### config.mk
export PLATFORM = sky130hd
export DESIGN_NAME = dd_collector
export DESIGN_NICKNAME = d
export VERILOG_FILES = /design/src/rtl/dd_pkg.sv /design/src/rtl/dd_method_decode.sv /design/src/rtl/dd_index_queue.sv /design/src/rtl/dd_batch_eval.sv /design/src/rtl/dd_collector.sv
export SDC_FILE = /design/constraint.sdc
export NUM_CORES = 1
export LEC_CHECK = 0
export BUFFER_PORTS_ARGS = -buffer_cell sky130_fd_sc_hd__clkbuf_2
export CORE_AREA = 2 2 409 411
export CTS_BUF_LIST = sky130_fd_sc_hd__clkbuf_16
export DETAILED_ROUTE_END_ITERATION = 8
export DIE_AREA = 0 0 411 413
export SLEW_MARGIN = 40
export SYNTH_ARGS = -nofsm -noshare
export SYNTH_HDL_FRONTEND = slang
export SYNTH_SLANG_ARGS = --single-unit
### constraint.sdc
create_clock -name clk -period 19.1 [get_ports clk]
set_clock_uncertainty 0.05 [all_clocks]
set_input_delay 0.955 -clock clk [delete_from_list [all_inputs] [get_ports clk]]
set_output_delay 0.955 -clock clk [all_outputs]
set_load 0.03 [all_outputs]
### src/rtl/dd_pkg.sv
package dd_pkg;
  localparam int PUSH_MAX = 16;
  localparam int PUSH_NW  = $clog2(PUSH_MAX + 1);

  localparam logic [7:0] M_END   = 8'h00;
  localparam logic [7:0] M_BEGIN = 8'h01;
  localparam logic [7:0] M_VBF   = 8'h02;
  localparam logic [7:0] M_VBC   = 8'h03;
  localparam logic [7:0] M_IBF   = 8'h04;
  localparam logic [7:0] M_IBC   = 8'h05;
  localparam logic [7:0] M_INL32 = 8'h06;
  localparam logic [7:0] M_INL16 = 8'h07;
  localparam logic [7:0] M_INL8  = 8'h08;
  localparam logic [7:0] M_FMT   = 8'h10;

  typedef enum logic [3:0] {
    K_OTHER, K_END, K_BEGIN, K_VBF, K_VBC, K_IBF, K_IBC,
    K_INL32, K_INL16, K_INL8, K_FMT
  } mkind_e;

  localparam logic [1:0] INST_FIRST = 2'd0;
  localparam logic [1:0] INST_SUBSQ = 2'd1;
  localparam logic [1:0] INST_UNCHG = 2'd2;
  localparam logic [1:0] FMT_U32    = 2'd2;
endpackage

### src/rtl/dd_method_decode.sv
module dd_method_decode
  import dd_pkg::*;
#(
  parameter int METHOD_W = 8
) (
  input  logic [METHOD_W-1:0] method,
  input  logic [31:0]         data,
  output mkind_e              kind,
  output logic                is_draw,
  output logic [PUSH_NW-1:0]  push_n,
  output logic [8*PUSH_MAX-1:0] push_bytes
);
  logic [7:0] code;

  always_comb begin
    code = 8'(method);
    unique case (code)
      M_END:   kind = K_END;
      M_BEGIN: kind = K_BEGIN;
      M_VBF:   kind = K_VBF;
      M_VBC:   kind = K_VBC;
      M_IBF:   kind = K_IBF;
      M_IBC:   kind = K_IBC;
      M_INL32: kind = K_INL32;
      M_INL16: kind = K_INL16;
      M_INL8:  kind = K_INL8;
      M_FMT:   kind = K_FMT;
      default: kind = K_OTHER;
    endcase
    if (METHOD_W > 8 && (method >> 8) != '0) kind = K_OTHER;
    is_draw = (kind != K_OTHER) && (kind != K_FMT);
  end

  // Each index becomes a zero-extended 32-bit entry, low byte first.
  always_comb begin
    push_bytes = '0;
    push_n     = '0;
    unique case (kind)
      K_INL32: begin
        push_n = PUSH_NW'(4);
        push_bytes[31:0] = data;
      end
      K_INL16: begin
        push_n = PUSH_NW'(8);
        push_bytes[15:0]  = data[15:0];
        push_bytes[47:32] = data[31:16];
      end
      K_INL8: begin
        push_n = PUSH_NW'(16);
        for (int b = 0; b < 4; b++) push_bytes[b*32 +: 8] = data[b*8 +: 8];
      end
      default: ;
    endcase
  end
endmodule

### src/rtl/dd_index_queue.sv
module dd_index_queue
  import dd_pkg::*;
#(
  parameter int QDEPTH = 64
) (
  input  logic                   clk,
  input  logic                   rst_n,
  input  logic                   push_en,
  input  logic [PUSH_NW-1:0]     push_n,
  input  logic [8*PUSH_MAX-1:0]  push_bytes,
  input  logic                   clr,
  input  logic [$clog2(QDEPTH)-1:0] raddr,
  output logic [7:0]             rdata,
  output logic [$clog2(QDEPTH+1)-1:0] count,
  output logic                   ovf
);
  localparam int QCW = $clog2(QDEPTH + 1);
  localparam int LNW = $clog2(PUSH_MAX);

  logic [7:0]     mem [QDEPTH];
  logic [QCW-1:0] cnt_q, cnt_d;
  logic [QCW-1:0] space, take;
  logic           we [QDEPTH];
  logic [7:0]     wdat [QDEPTH];

  always_comb begin
    space = QCW'(QDEPTH) - cnt_q;
    if (QCW'(push_n) > space) take = space;
    else                      take = QCW'(push_n);
    ovf = push_en && (QCW'(push_n) > space);
  end

  always_comb begin
    for (int s = 0; s < QDEPTH; s++) begin
      logic [QCW:0] off;
      off     = (QCW+1)'(s) - {1'b0, cnt_q};
      we[s]   = push_en && ((QCW+1)'(s) >= {1'b0, cnt_q}) && (off < {1'b0, take});
      wdat[s] = push_bytes[8*off[LNW-1:0] +: 8];
    end
  end

  always_comb begin
    cnt_d = cnt_q;
    if (clr)          cnt_d = '0;
    else if (push_en) cnt_d = cnt_q + take;
  end

  always_ff @(posedge clk or negedge rst_n) begin
    if (!rst_n) cnt_q <= '0;
    else        cnt_q <= cnt_d;
  end

  always_ff @(posedge clk) begin
    for (int s = 0; s < QDEPTH; s++) begin
      if (we[s]) mem[s] <= wdat[s];
    end
  end

  assign rdata = mem[raddr];
  assign count = cnt_q;
endmodule

### src/rtl/dd_batch_eval.sv
module dd_batch_eval
  import dd_pkg::*;
#(
  parameter int LW  = 5,
  parameter int QCW = 7
) (
  input  logic [1:0]     inst_id,
  input  logic [LW-1:0]  vb_writes,
  input  logic [LW-1:0]  ib_writes,
  input  logic           last_was_ib,
  input  logic           inline_seen,
  input  logic [QCW-1:0] qbytes,
  input  logic [31:0]    vb_count,
  input  logic [31:0]    vb_first,
  input  logic [31:0]    ib_count,
  input  logic [31:0]    ib_first,
  input  logic [1:0]     idx_fmt,
  output logic           indexed,
  output logic [LW-1:0]  instances,
  output logic [31:0]    count,
  output logic [31:0]    first,
  output logic [1:0]     fmt,
  output logic [31:0]    vb_next,
  output logic [31:0]    ib_next,
  output logic           mixed
);
  logic        inst_mode;
  logic        use_inline;
  logic [31:0] ib_eff;

  always_comb begin
    inst_mode  = (inst_id == INST_SUBSQ) || (inst_id == INST_UNCHG);
    use_inline = !inst_mode && inline_seen;
    ib_eff     = use_inline ? 32'(qbytes >> 2) : ib_count;
    fmt        = use_inline ? FMT_U32 : idx_fmt;
    mixed      = inst_mode && (vb_writes != '0) && (ib_writes != '0);

    if (!inst_mode)  instances = LW'(1);
    else if (mixed)  instances = last_was_ib ? ib_writes : vb_writes;
    else             instances = (vb_writes != '0) ? vb_writes : ib_writes;

    indexed = (ib_eff != 32'd0) && (vb_count == 32'd0);
    count   = indexed ? ib_eff   : vb_count;
    first   = indexed ? ib_first : vb_first;
    vb_next = indexed ? vb_count : 32'd0;
    ib_next = indexed ? 32'd0    : ib_eff;
  end
endmodule

### src/rtl/dd_collector.sv
module dd_collector
  import dd_pkg::*;
#(
  parameter int METHOD_W  = 8,
  parameter int LOG_DEPTH = 16,
  parameter int QDEPTH    = 64,
  localparam int LW  = $clog2(LOG_DEPTH + 1),
  localparam int QAW = $clog2(QDEPTH),
  localparam int QCW = $clog2(QDEPTH + 1)
) (
  input  logic                clk,
  input  logic                rst_n,
  input  logic                wr_valid,
  output logic                wr_ready,
  input  logic [METHOD_W-1:0] wr_method,
  input  logic [31:0]         wr_data,
  input  logic                render_en,
  output logic                draw_valid,
  input  logic                draw_ready,
  output logic                draw_indexed,
  output logic [LW-1:0]       draw_instances,
  output logic [31:0]         draw_count,
  output logic [31:0]         draw_first,
  output logic [1:0]          draw_fmt,
  input  logic [QAW-1:0]      ixq_raddr,
  output logic [7:0]          ixq_rdata,
  output logic [QCW-1:0]      ixq_bytes,
  output logic                ovf_err,
  output logic                mix_err
);
  mkind_e                kind;
  logic                  is_draw;
  logic [PUSH_NW-1:0]    push_n;
  logic [8*PUSH_MAX-1:0] push_bytes;
  logic                  q_ovf, q_clr, q_push;

  logic [31:0] vbc_q, vbc_d, vbf_q, vbf_d, ibc_q, ibc_d, ibf_q, ibf_d;
  logic [1:0]  inst_q, inst_d, fmt_q, fmt_d;
  logic [LW-1:0] len_q, len_d, vbw_q, vbw_d, ibw_q, ibw_d;
  logic        lastib_q, lastib_d, inl_q, inl_d, end_q, end_d;
  logic        ovf_q, ovf_d, mix_q, mix_d, dv_q, dv_d;
  logic        o_ind_q, o_ind_d;
  logic [LW-1:0] o_inst_q, o_inst_d;
  logic [31:0] o_cnt_q, o_cnt_d, o_first_q, o_first_d;
  logic [1:0]  o_fmt_q, o_fmt_d;

  logic        ev_ind, ev_mixed;
  logic [LW-1:0] ev_inst;
  logic [31:0] ev_cnt, ev_first, ev_vbn, ev_ibn;
  logic [1:0]  ev_fmt;
  logic        acc, hs, eval, logged;

  dd_method_decode #(.METHOD_W(METHOD_W)) u_dec (
    .method(wr_method), .data(wr_data), .kind(kind), .is_draw(is_draw),
    .push_n(push_n), .push_bytes(push_bytes)
  );

  dd_index_queue #(.QDEPTH(QDEPTH)) u_q (
    .clk(clk), .rst_n(rst_n), .push_en(q_push), .push_n(push_n),
    .push_bytes(push_bytes), .clr(q_clr), .raddr(ixq_raddr),
    .rdata(ixq_rdata), .count(ixq_bytes), .ovf(q_ovf)
  );

  dd_batch_eval #(.LW(LW), .QCW(QCW)) u_ev (
    .inst_id(inst_q), .vb_writes(vbw_q), .ib_writes(ibw_q),
    .last_was_ib(lastib_q), .inline_seen(inl_q), .qbytes(ixq_bytes),
    .vb_count(vbc_q), .vb_first(vbf_q), .ib_count(ibc_q), .ib_first(ibf_q),
    .idx_fmt(fmt_q), .indexed(ev_ind), .instances(ev_inst), .count(ev_cnt),
    .first(ev_first), .fmt(ev_fmt), .vb_next(ev_vbn), .ib_next(ev_ibn),
    .mixed(ev_mixed)
  );

  always_comb begin
    acc    = wr_valid && !dv_q;
    hs     = dv_q && draw_ready;
    eval   = acc && !is_draw && end_q;
    logged = len_q < LW'(LOG_DEPTH);
    q_push = acc && is_draw && (push_n != '0);
    q_clr  = hs || (eval && !render_en);
  end

  always_comb begin
    vbc_d = vbc_q; vbf_d = vbf_q; ibc_d = ibc_q; ibf_d = ibf_q;
    inst_d = inst_q; fmt_d = fmt_q; len_d = len_q; vbw_d = vbw_q;
    ibw_d = ibw_q; lastib_d = lastib_q; inl_d = inl_q; end_d = end_q;
    ovf_d = ovf_q; mix_d = 1'b0; dv_d = dv_q;
    o_ind_d = o_ind_q; o_inst_d = o_inst_q; o_cnt_d = o_cnt_q;
    o_first_d = o_first_q; o_fmt_d = o_fmt_q;

    if (hs) dv_d = 1'b0;

    if (eval) begin
      dv_d      = render_en;
      o_ind_d   = ev_ind;
      o_inst_d  = ev_inst;
      o_cnt_d   = ev_cnt;
      o_first_d = ev_first;
      o_fmt_d   = ev_fmt;
      vbc_d     = ev_vbn;
      ibc_d     = ev_ibn;
      fmt_d     = ev_fmt;
      mix_d     = ev_mixed;
      len_d = '0; vbw_d = '0; ibw_d = '0;
      inl_d = 1'b0; end_d = 1'b0; ovf_d = 1'b0;
    end

    // The format write lands after any flush it caused.
    if (acc && kind == K_FMT) fmt_d = wr_data[1:0];

    if (acc && is_draw) begin
      end_d = (kind == K_END);
      if (logged) len_d = len_q + LW'(1);
      else        ovf_d = 1'b1;
      unique case (kind)
        K_BEGIN: inst_d = wr_data[1:0];
        K_VBF:   vbf_d  = wr_data;
        K_IBF:   ibf_d  = wr_data;
        K_VBC: begin
          vbc_d = wr_data;
          if (logged) begin vbw_d = vbw_q + LW'(1); lastib_d = 1'b0; end
        end
        K_IBC: begin
          ibc_d = wr_data;
          if (logged) begin ibw_d = ibw_q + LW'(1); lastib_d = 1'b1; end
        end
        K_INL32, K_INL16, K_INL8: inl_d = 1'b1;
        default: ;
      endcase
    end

    if (q_ovf) ovf_d = 1'b1;
  end

  always_ff @(posedge clk or negedge rst_n) begin
    if (!rst_n) begin
      vbc_q <= '0; vbf_q <= '0; ibc_q <= '0; ibf_q <= '0;
      inst_q <= INST_FIRST; fmt_q <= '0; len_q <= '0; vbw_q <= '0;
      ibw_q <= '0; lastib_q <= 1'b0; inl_q <= 1'b0; end_q <= 1'b0;
      ovf_q <= 1'b0; mix_q <= 1'b0; dv_q <= 1'b0;
    end else begin
      vbc_q <= vbc_d; vbf_q <= vbf_d; ibc_q <= ibc_d; ibf_q <= ibf_d;
      inst_q <= inst_d; fmt_q <= fmt_d; len_q <= len_d; vbw_q <= vbw_d;
      ibw_q <= ibw_d; lastib_q <= lastib_d; inl_q <= inl_d; end_q <= end_d;
      ovf_q <= ovf_d; mix_q <= mix_d; dv_q <= dv_d;
    end
  end

  always_ff @(posedge clk or negedge rst_n) begin
    if (!rst_n) begin
      o_ind_q <= 1'b0; o_inst_q <= '0; o_cnt_q <= '0;
      o_first_q <= '0; o_fmt_q <= '0;
    end else if (eval) begin
      o_ind_q <= o_ind_d; o_inst_q <= o_inst_d; o_cnt_q <= o_cnt_d;
      o_first_q <= o_first_d; o_fmt_q <= o_fmt_d;
    end
  end

  assign wr_ready       = !dv_q;
  assign draw_valid     = dv_q;
  assign draw_indexed   = o_ind_q;
  assign draw_instances = o_inst_q;
  assign draw_count     = o_cnt_q;
  assign draw_first     = o_first_q;
  assign draw_fmt       = o_fmt_q;
  assign ovf_err        = ovf_q;
  assign mix_err        = mix_q;
endmodule

==> results of run 1 <==
==> kinds of logic after synthesis <==
logic type / count (synthesis) / share of synthesized area
AOI/OAI and AO/OA: 870 / 0.143
adders and majority gates: 196 / 0.0598
xor gates and xnor gates: 119 / 0.0256
DFF: 744 / 0.516
other: 2 / 0.000183
and+or+nand+nor: 815 / 0.0948
buffers and inverters: 295 / 0.0290
muxes: 326 / 0.131
==> state kept, by name, indices dropped and copies added, names as in the netlist, 7 cells and up <==
signal,count
u_q.count,7
vbf_q,32
draw_first,32
u_q.mem,512
ibc_q,32
ibf_q,32
draw_count,32
vbc_q,32
==> cells in the final DEF, fill, tap and decap left out, types with 69 or more instances in the layout <==
| cell | netlist | routed |
|---|---|---|
| nor2_1 | 103 | 100 |
| mux2_2 | 89 | 89 |
| buf_4 | 4 | 110 |
| nand2_1 | 425 | 425 |
| conb_1 | 2 | 94 |
| mux2i_1 | 71 | 71 |
| dfrtp_1 | 232 | 229 |
| inv_1 | 77 | 93 |
| edfxtp_1 | 512 | 512 |
| o21ai_0 | 206 | 194 |
| xnor2_1 | 111 | 111 |
| a21oi_1 | 184 | 172 |
| mux4_2 | 160 | 160 |
| ha_1 | 196 | 194 |
| clkbuf_16 | 0 | 77 |
| a221o_1 | 70 | 70 |
| clkbuf_2 | 0 | 138 |
| nand3_1 | 69 | 69 |
==> per-layer routing <==
| layer | GRT usage | vias up | wire [microns] |
|---|---|---|---|
| li1 | - | 13387 | - |
| met5 | 0.000848 | - | 240 |
| met4 | 0.0714 | 12 | 6880 |
| met1 | 0.254 | 16049 | 65200 |
| met3 | 0.0517 | 329 | 19600 |
| met2 | 0.296 | 2112 | 73900 |
==> critical path: cells and delay by family (launching register included) <==
kind	cells	cell delay (ns)
xor+xnor	1	0.57
simple gates	6	1.23
fa+ha+maj	3	1.42
compound gates	7	2.25
buf+inv	3	1.53
flops	1	0.34
==> path summary, 6_finish.rpt <==
path                               from             end  slack, ns  cells after the start
hold / removal                    rst_n       vbf_q[24]       0.27                      1
setup reg to reg           u_q.count[2]  u_q.mem[40][6]      11.27                     20
max in group asynchronous         rst_n       vbf_q[20]      17.54                      2
min in group clk            draw_fmt[1]     draw_fmt[1]       0.42                      2
setup / recovery           u_q.count[2]  u_q.mem[40][6]      11.27                     20
hold reg to reg             draw_fmt[1]     draw_fmt[1]       0.42                      2
==> where the power goes <==
group / internal, mW / total [mW] / switching (mW)
Combinational: 0.349 / 1.07 / 0.724
Clock: 0.784 / 1.41 / 0.627
Sequential: 1.74 / 1.75 / 0.0159
Total: 2.87 / 4.24 / 1.37
==> cell type report <==
| type | instances | area, sq um |
|---|---|---|
| Clock inverter | 52 | 362 |
| Timing Repair Buffer | 267 | 1670 |
| Tap cell | 2204 | 2760 |
| Multi-Input combinational cell | 2420 | 19400 |
| Fill cell | 16992 | 118000 |
| Sequential cell | 744 | 21200 |
| Inverter | 81 | 305 |
| Antenna cell | 4 | 10.0 |
| Clock buffer | 77 | 1930 |
==> through the flow <==
stage                     area (sq um)  hold slack [ns]
after global placement           44900            0.406
after global routing             47700            0.328
final                            47700            0.270
after CTS                        47600            0.275
after floorplan                  41400            0.400
after detailed placement         45300            0.413
==> metrics.md, run 1 <==
| Metric | Value |
|---|---|
| Placed instance count | `approximately 5700` |
| Required time worst endpoint | `19.34 ns` |
| Leading area contributor after synthesis | `edfxtp_1` |
| Top cell type's share of synthesized area | `0.375` |
| First-pass GRT wire length | `234 mm` |
| Critical path class | `reg -> reg` |
| Largest net degree at the start of global routing | `101` |
| FFs w/ async S/R, synth | `0.312` |
| CTS tree | `built` |
| Crit-path max FO | `47` |
| Top cells by count, synth | `edfxtp_1, nand2_1, dfrtp_1` |
| Final worst path period share | `0.410` |
| Post-Route Setup TNS | `0 ns` |
| First-iteration detailed-routing DRC count | `between 5000 and 6000` |
| Number of setup buffers added after CTS | `0` |
| Post-synth EDFFs | `512` |
| Die width | `411 microns` |
| Maximum Capacitance Violations | `0` |
| Share of layout cells above drive strength 1 | `0.204` |
| Synth Flop Type | `edfxtp_1` |
| Clock Pin Slew Worst Setup and Hold Paths | `0.06 ns` |
| Peak VDD IR | `74.0 uV` |
| RSZ-0062 raised after global routing | `false` |
| Worst-Skew Late Latency | `0.67 ns` |
| Core box area | `approximately 170000 sq um` |
| Rows | `150` |
| Clock root buffer master | `clkbuf_16` |
| Final Max Tran Viols | `0` |
| GP Congestion | `between 0.9 and 1` |
| Layout area overhead | `16.2%` |
| Pwr Density | `88.9 nW/um^2` |
| Post-detailed-route wirelength per cell | `28.4 microns` |
| Final setup fails | `0` |
| Via density | `5.45` |
| Fin util | `0.287` |
| Crit-path slowest cell | `clkinv_1` |
| Yosys reg bits | `744` |
| Post-synth cell types | `95` |
| Count leader, synth | `edfxtp_1` |
| Final std cells w/o fill | `between 5000 and 6000` |
| Die Area | `170000 sq um` |
| Tot Pwr | `between 4 and 5 mW` |
| Die Height | `413 microns` |
| Gate count after technology mapping | `3367` |
| Crit path DAT | `slightly above 8 ns` |
| DP HPWL | `122 mm` |
| Port bufs | `141` |
| CP endpoint kind | `flop` |
| Max Root-Sink Buffers | `3` |
| Avg Cell Area, Syn | `12.2 sq um` |
| Final hold violations | `0` |
| Peak Freq | `0.128 GHz` |
| Fin worst setup slack | `roughly 11 ns` |
| Initial core utilization | `0.247` |
| CTS Buf Count | `76` |
| Vias | `about 32000` |
| Vias in the first global route | `30532` |
| Synth area leaders | `edfxtp_1, dfrtp_1, mux4_2` |
| Total track usage | `0.191` |
| Sequential-to-total area share from yosys stat | `0.516` |
| Initial antenna violation count | `19` |
| Status | `finished, final reports clean` |
| Net count, final | `3837` |
| Worst path cell trace | `buf_4 > clkinv_1 > ha_1 > nor2b_1 > xnor2_1 > inv_1 > ha_1 > nand3_1 > nand2_1 > o211a_1 > nand2_1 > nand2_1 > o21a_1 > ha_1 > or2_2 > a21o_1 > a21o_1 > a21oi_1 > o21ai_0 > a2111oi_4` |
| Clock tree sinks | `744` |
| Setup WS pre-CTS | `11.50 ns` |
| CTS Hold Bufs | `0` |
| Post-route DRC violation count | `0` |
| CP max stage delay | `0.69 ns` |
| ANT nets after route | `0` |
| Synth Cell Area | `41000 sq um` |
| Leakage power | `18.0 nW` |
| Period minus WS final | `7.83 ns` |
| Worst-margin pin slew | `0.915 ns` |
| TritonRoute pass-1 iters | `7` |
| Synthesis Warnings | `0` |
| Num ports | `142` |
| H-tree depth | `3` |
| Max_slew headroom | `0.386` |
| Cts repair resizes | `0` |
| Total congestion overflow | `0` |
| Critical Path Start Type | `flop` |
| WL final | `roughly 170 mm` |
| HP Class | `in -> async` |
No activity file was read; power rests on OpenSTA's default activity.
==> inputs of run 2 (changes only) <==
Clock period 19.1 ns to 7.3 ns, I/O delays scaled along.
==> metrics.md, run 2 (synthesized netlist as in run 1, its figures left out) <==
| Metric | Value |
|---|---|
| Status | `finished, final reports clean` |
| Largest net degree at the start of global routing | `about 100` |
| Critical Path Start Type | `flop` |
| CP Launch Point | `u_q.count[0]` |
| Worst-Skew Late Latency | `0.68 ns` |
| Period minus WS final | `~6.2 ns` |
| CTS tree | `built` |
| Max reg flops | `512` |
| CTS Buf Count | `75` |
| Worst R2R End | `u_q.mem[23][6]` |
| Post-route DRC violation count | `0` |
| Crit path DAT | `6.46 ns` |
| Via density | `5.36` |
| ANT nets after route | `0` |
| DP HPWL | `roughly 120 mm` |
| CP max stage delay | `0.75 ns` |
| Share of layout cells above drive strength 1 | `0.203` |
| Maximum Capacitance Violations | `0` |
| Final Max Tran Viols | `0` |
| Rows | `150` |
| Port bufs | `141` |
| Vias | `31523` |
| Die Height | `413 microns` |
| Commonest non-fill, non-tap cell in the layout | `edfxtp_1` |
| Worst path cell trace | `inv_1 > ha_1 > xnor2_2 > buf_4 > clkinv_1 > ha_1 > nand3_1 > nor3_1 > o211a_1 > nand2_1 > nand2_1 > o21a_1 > ha_1 > inv_1 > a211o_1 > a21oi_1 > o2111a_1` |
| Die width | `a little over 400 microns` |
| Peak Freq | `0.161 GHz` |
| GP Congestion | `0.967` |
| HP Class | `in -> reg` |
| CP endpoint kind | `flop` |
| Clock Pin Slew Worst Setup and Hold Paths | `~0.070 ns` |
| RSZ-0062 raised after global routing | `false` |
| Crit-path slowest cell | `o21a_1` |
| Critical path class | `reg -> reg` |
| Max_slew headroom | `0.358` |
| Vias in the first global route | `30265` |
| CP Depth | `17` |
| Pwr Density | `231 nW/um^2` |
| Highest-count cells in the layout ignoring fill and taps | `edfxtp_1, nand2_1, dfrtp_1` |
| First-pass GRT wire length | `226 mm` |
| Max Root-Sink Buffers | `3` |
| Layout area overhead | `17.0%` |
| Initial core utilization | `0.247` |
| H-tree depth | `3` |
| Net count, final | `3863` |
| Clock root buffer master | `clkbuf_16` |
| Largest reg by FF count | `u_q.mem` |
| Number of setup buffers added after CTS | `0` |
| TritonRoute pass-1 iters | `7` |
| Crit-path most repeated cell | `ha_1` |
| Final hold violations | `0` |
| Clock tree sinks | `between 700 and 800` |
| Required time worst endpoint | `around 7.6 ns` |
| Core box area | `166000 sq um` |
| WL final | `159 mm` |
| Setup crit end | `u_q.mem[23][6]` |
| Total congestion overflow | `0` |
| Total track usage | `0.184` |
| Initial antenna violation count | `9` |
| Worst-case reg-to-reg path depth | `17` |
| Top delay family on crit path | `compound AO/OA/AOI/OAI gates` |
| Peak VDD IR | `156 uV` |
| Post-Route Setup TNS | `0 ns` |
| R2r setup slk | `1.09 ns` |
| CP bufs+invs | `4` |
| Post-detailed-route wirelength per cell | `approximately 27 microns` |
| Leakage power | `18.1 nW` |
| Hold_ws | `0.0490 ns` |
| First-iteration detailed-routing DRC count | `4365` |
| Final worst path period share | `0.851` |
| Die Area | `about 170000 sq um` |
| Crit-path max FO | `18` |
| Num ports | `142` |
| Worst r2r src | `u_q.count[0]` |
| Hold Path Stages | `3` |
| Worst-margin pin slew | `0.957 ns` |
| Final setup fails | `0` |
## run 2: cell types whose count changed in the layout (fill, tap and decap cells not counted), moves of 5 or more
cell	previous run	this run
a21oi_1	172	181
dlygate4sd3_1	0	13
buf_4	110	122
a21oi_2	14	5
clkinv_16	0	5
## run 2: area by class of cell
class | instances | area [sq um]
Clock inverter | 58 | 489
Sequential cell | 744 | 21200
Tap cell | 2204 | 2760
Multi-Input combinational cell | 2420 | 19400
Clock buffer | 75 | 1880
Timing Repair Buffer | 294 | 1930
Inverter | 81 | 305
Fill cell | 16965 | 118000
Antenna cell | 3 | 7.51
## run 2: per-stage QoR
step | util | power [mW] | cell area [sq um] | setup WS, ns | std cells
3_5_place_dp | 0.273 | 7.36 | 45300 | 0.899 | 5720
4_1_cts | 0.288 | 11.1 | 47800 | 1.23 | 5866
5_1_grt | 0.289 | 11.5 | 48000 | 0.795 | 5876
3_3_place_gp | 0.271 | 7.28 | 45000 | 0.889 | 5699
6_report | 0.289 | 11.1 | 48000 | 1.09 | 5879
2_1_floorplan | - | 6.40 | 41400 | 0.402 | 3459
## run 2: worst min-delay path by stage
stage | from | end | slack, ns
3_3_place_gp | draw_fmt[0] | draw_fmt[0] | 0.40
5_1_grt | wr_data[11] | ibc_q[11] | 0.04
6_report | wr_data[11] | ibc_q[11] | 0.05
3_5_place_dp | draw_fmt[0] | draw_fmt[0] | 0.41
4_1_cts | wr_data[11] | ibc_q[11] | 0.003
2_1_floorplan | rst_n | draw_count[0] | 0.02
## run 2: where the power goes
| part | internal (mW) | total [mW] | switching [mW] |
|---|---|---|---|
| Sequential | 4.54 | 4.59 | 0.0529 |
| Combinational | 0.927 | 2.78 | 1.85 |
| Clock | 2.01 | 3.73 | 1.72 |
| Total | 7.48 | 11.1 | 3.62 |
## run 2: worst min-delay path, cell delays in order
cell and delay [ns]:
clkbuf_2 0.21, nand2_1 0.10, nand2_1 0.05
## run 2: what timing repair did
action | CTS | global route
endpoints found under the hold margin | 116 | 0
hold buffers | 13 | 0
resized for setup | 0 | 0
## run 2: layer usage
layer	vias up	routed length [microns]	GRT usage
met4	8	4940	0.0518
met5	-	79	0
met1	15888	63500	0.247
met3	260	20100	0.0573
li1	13437	-	-
met2	1930	70700	0.285
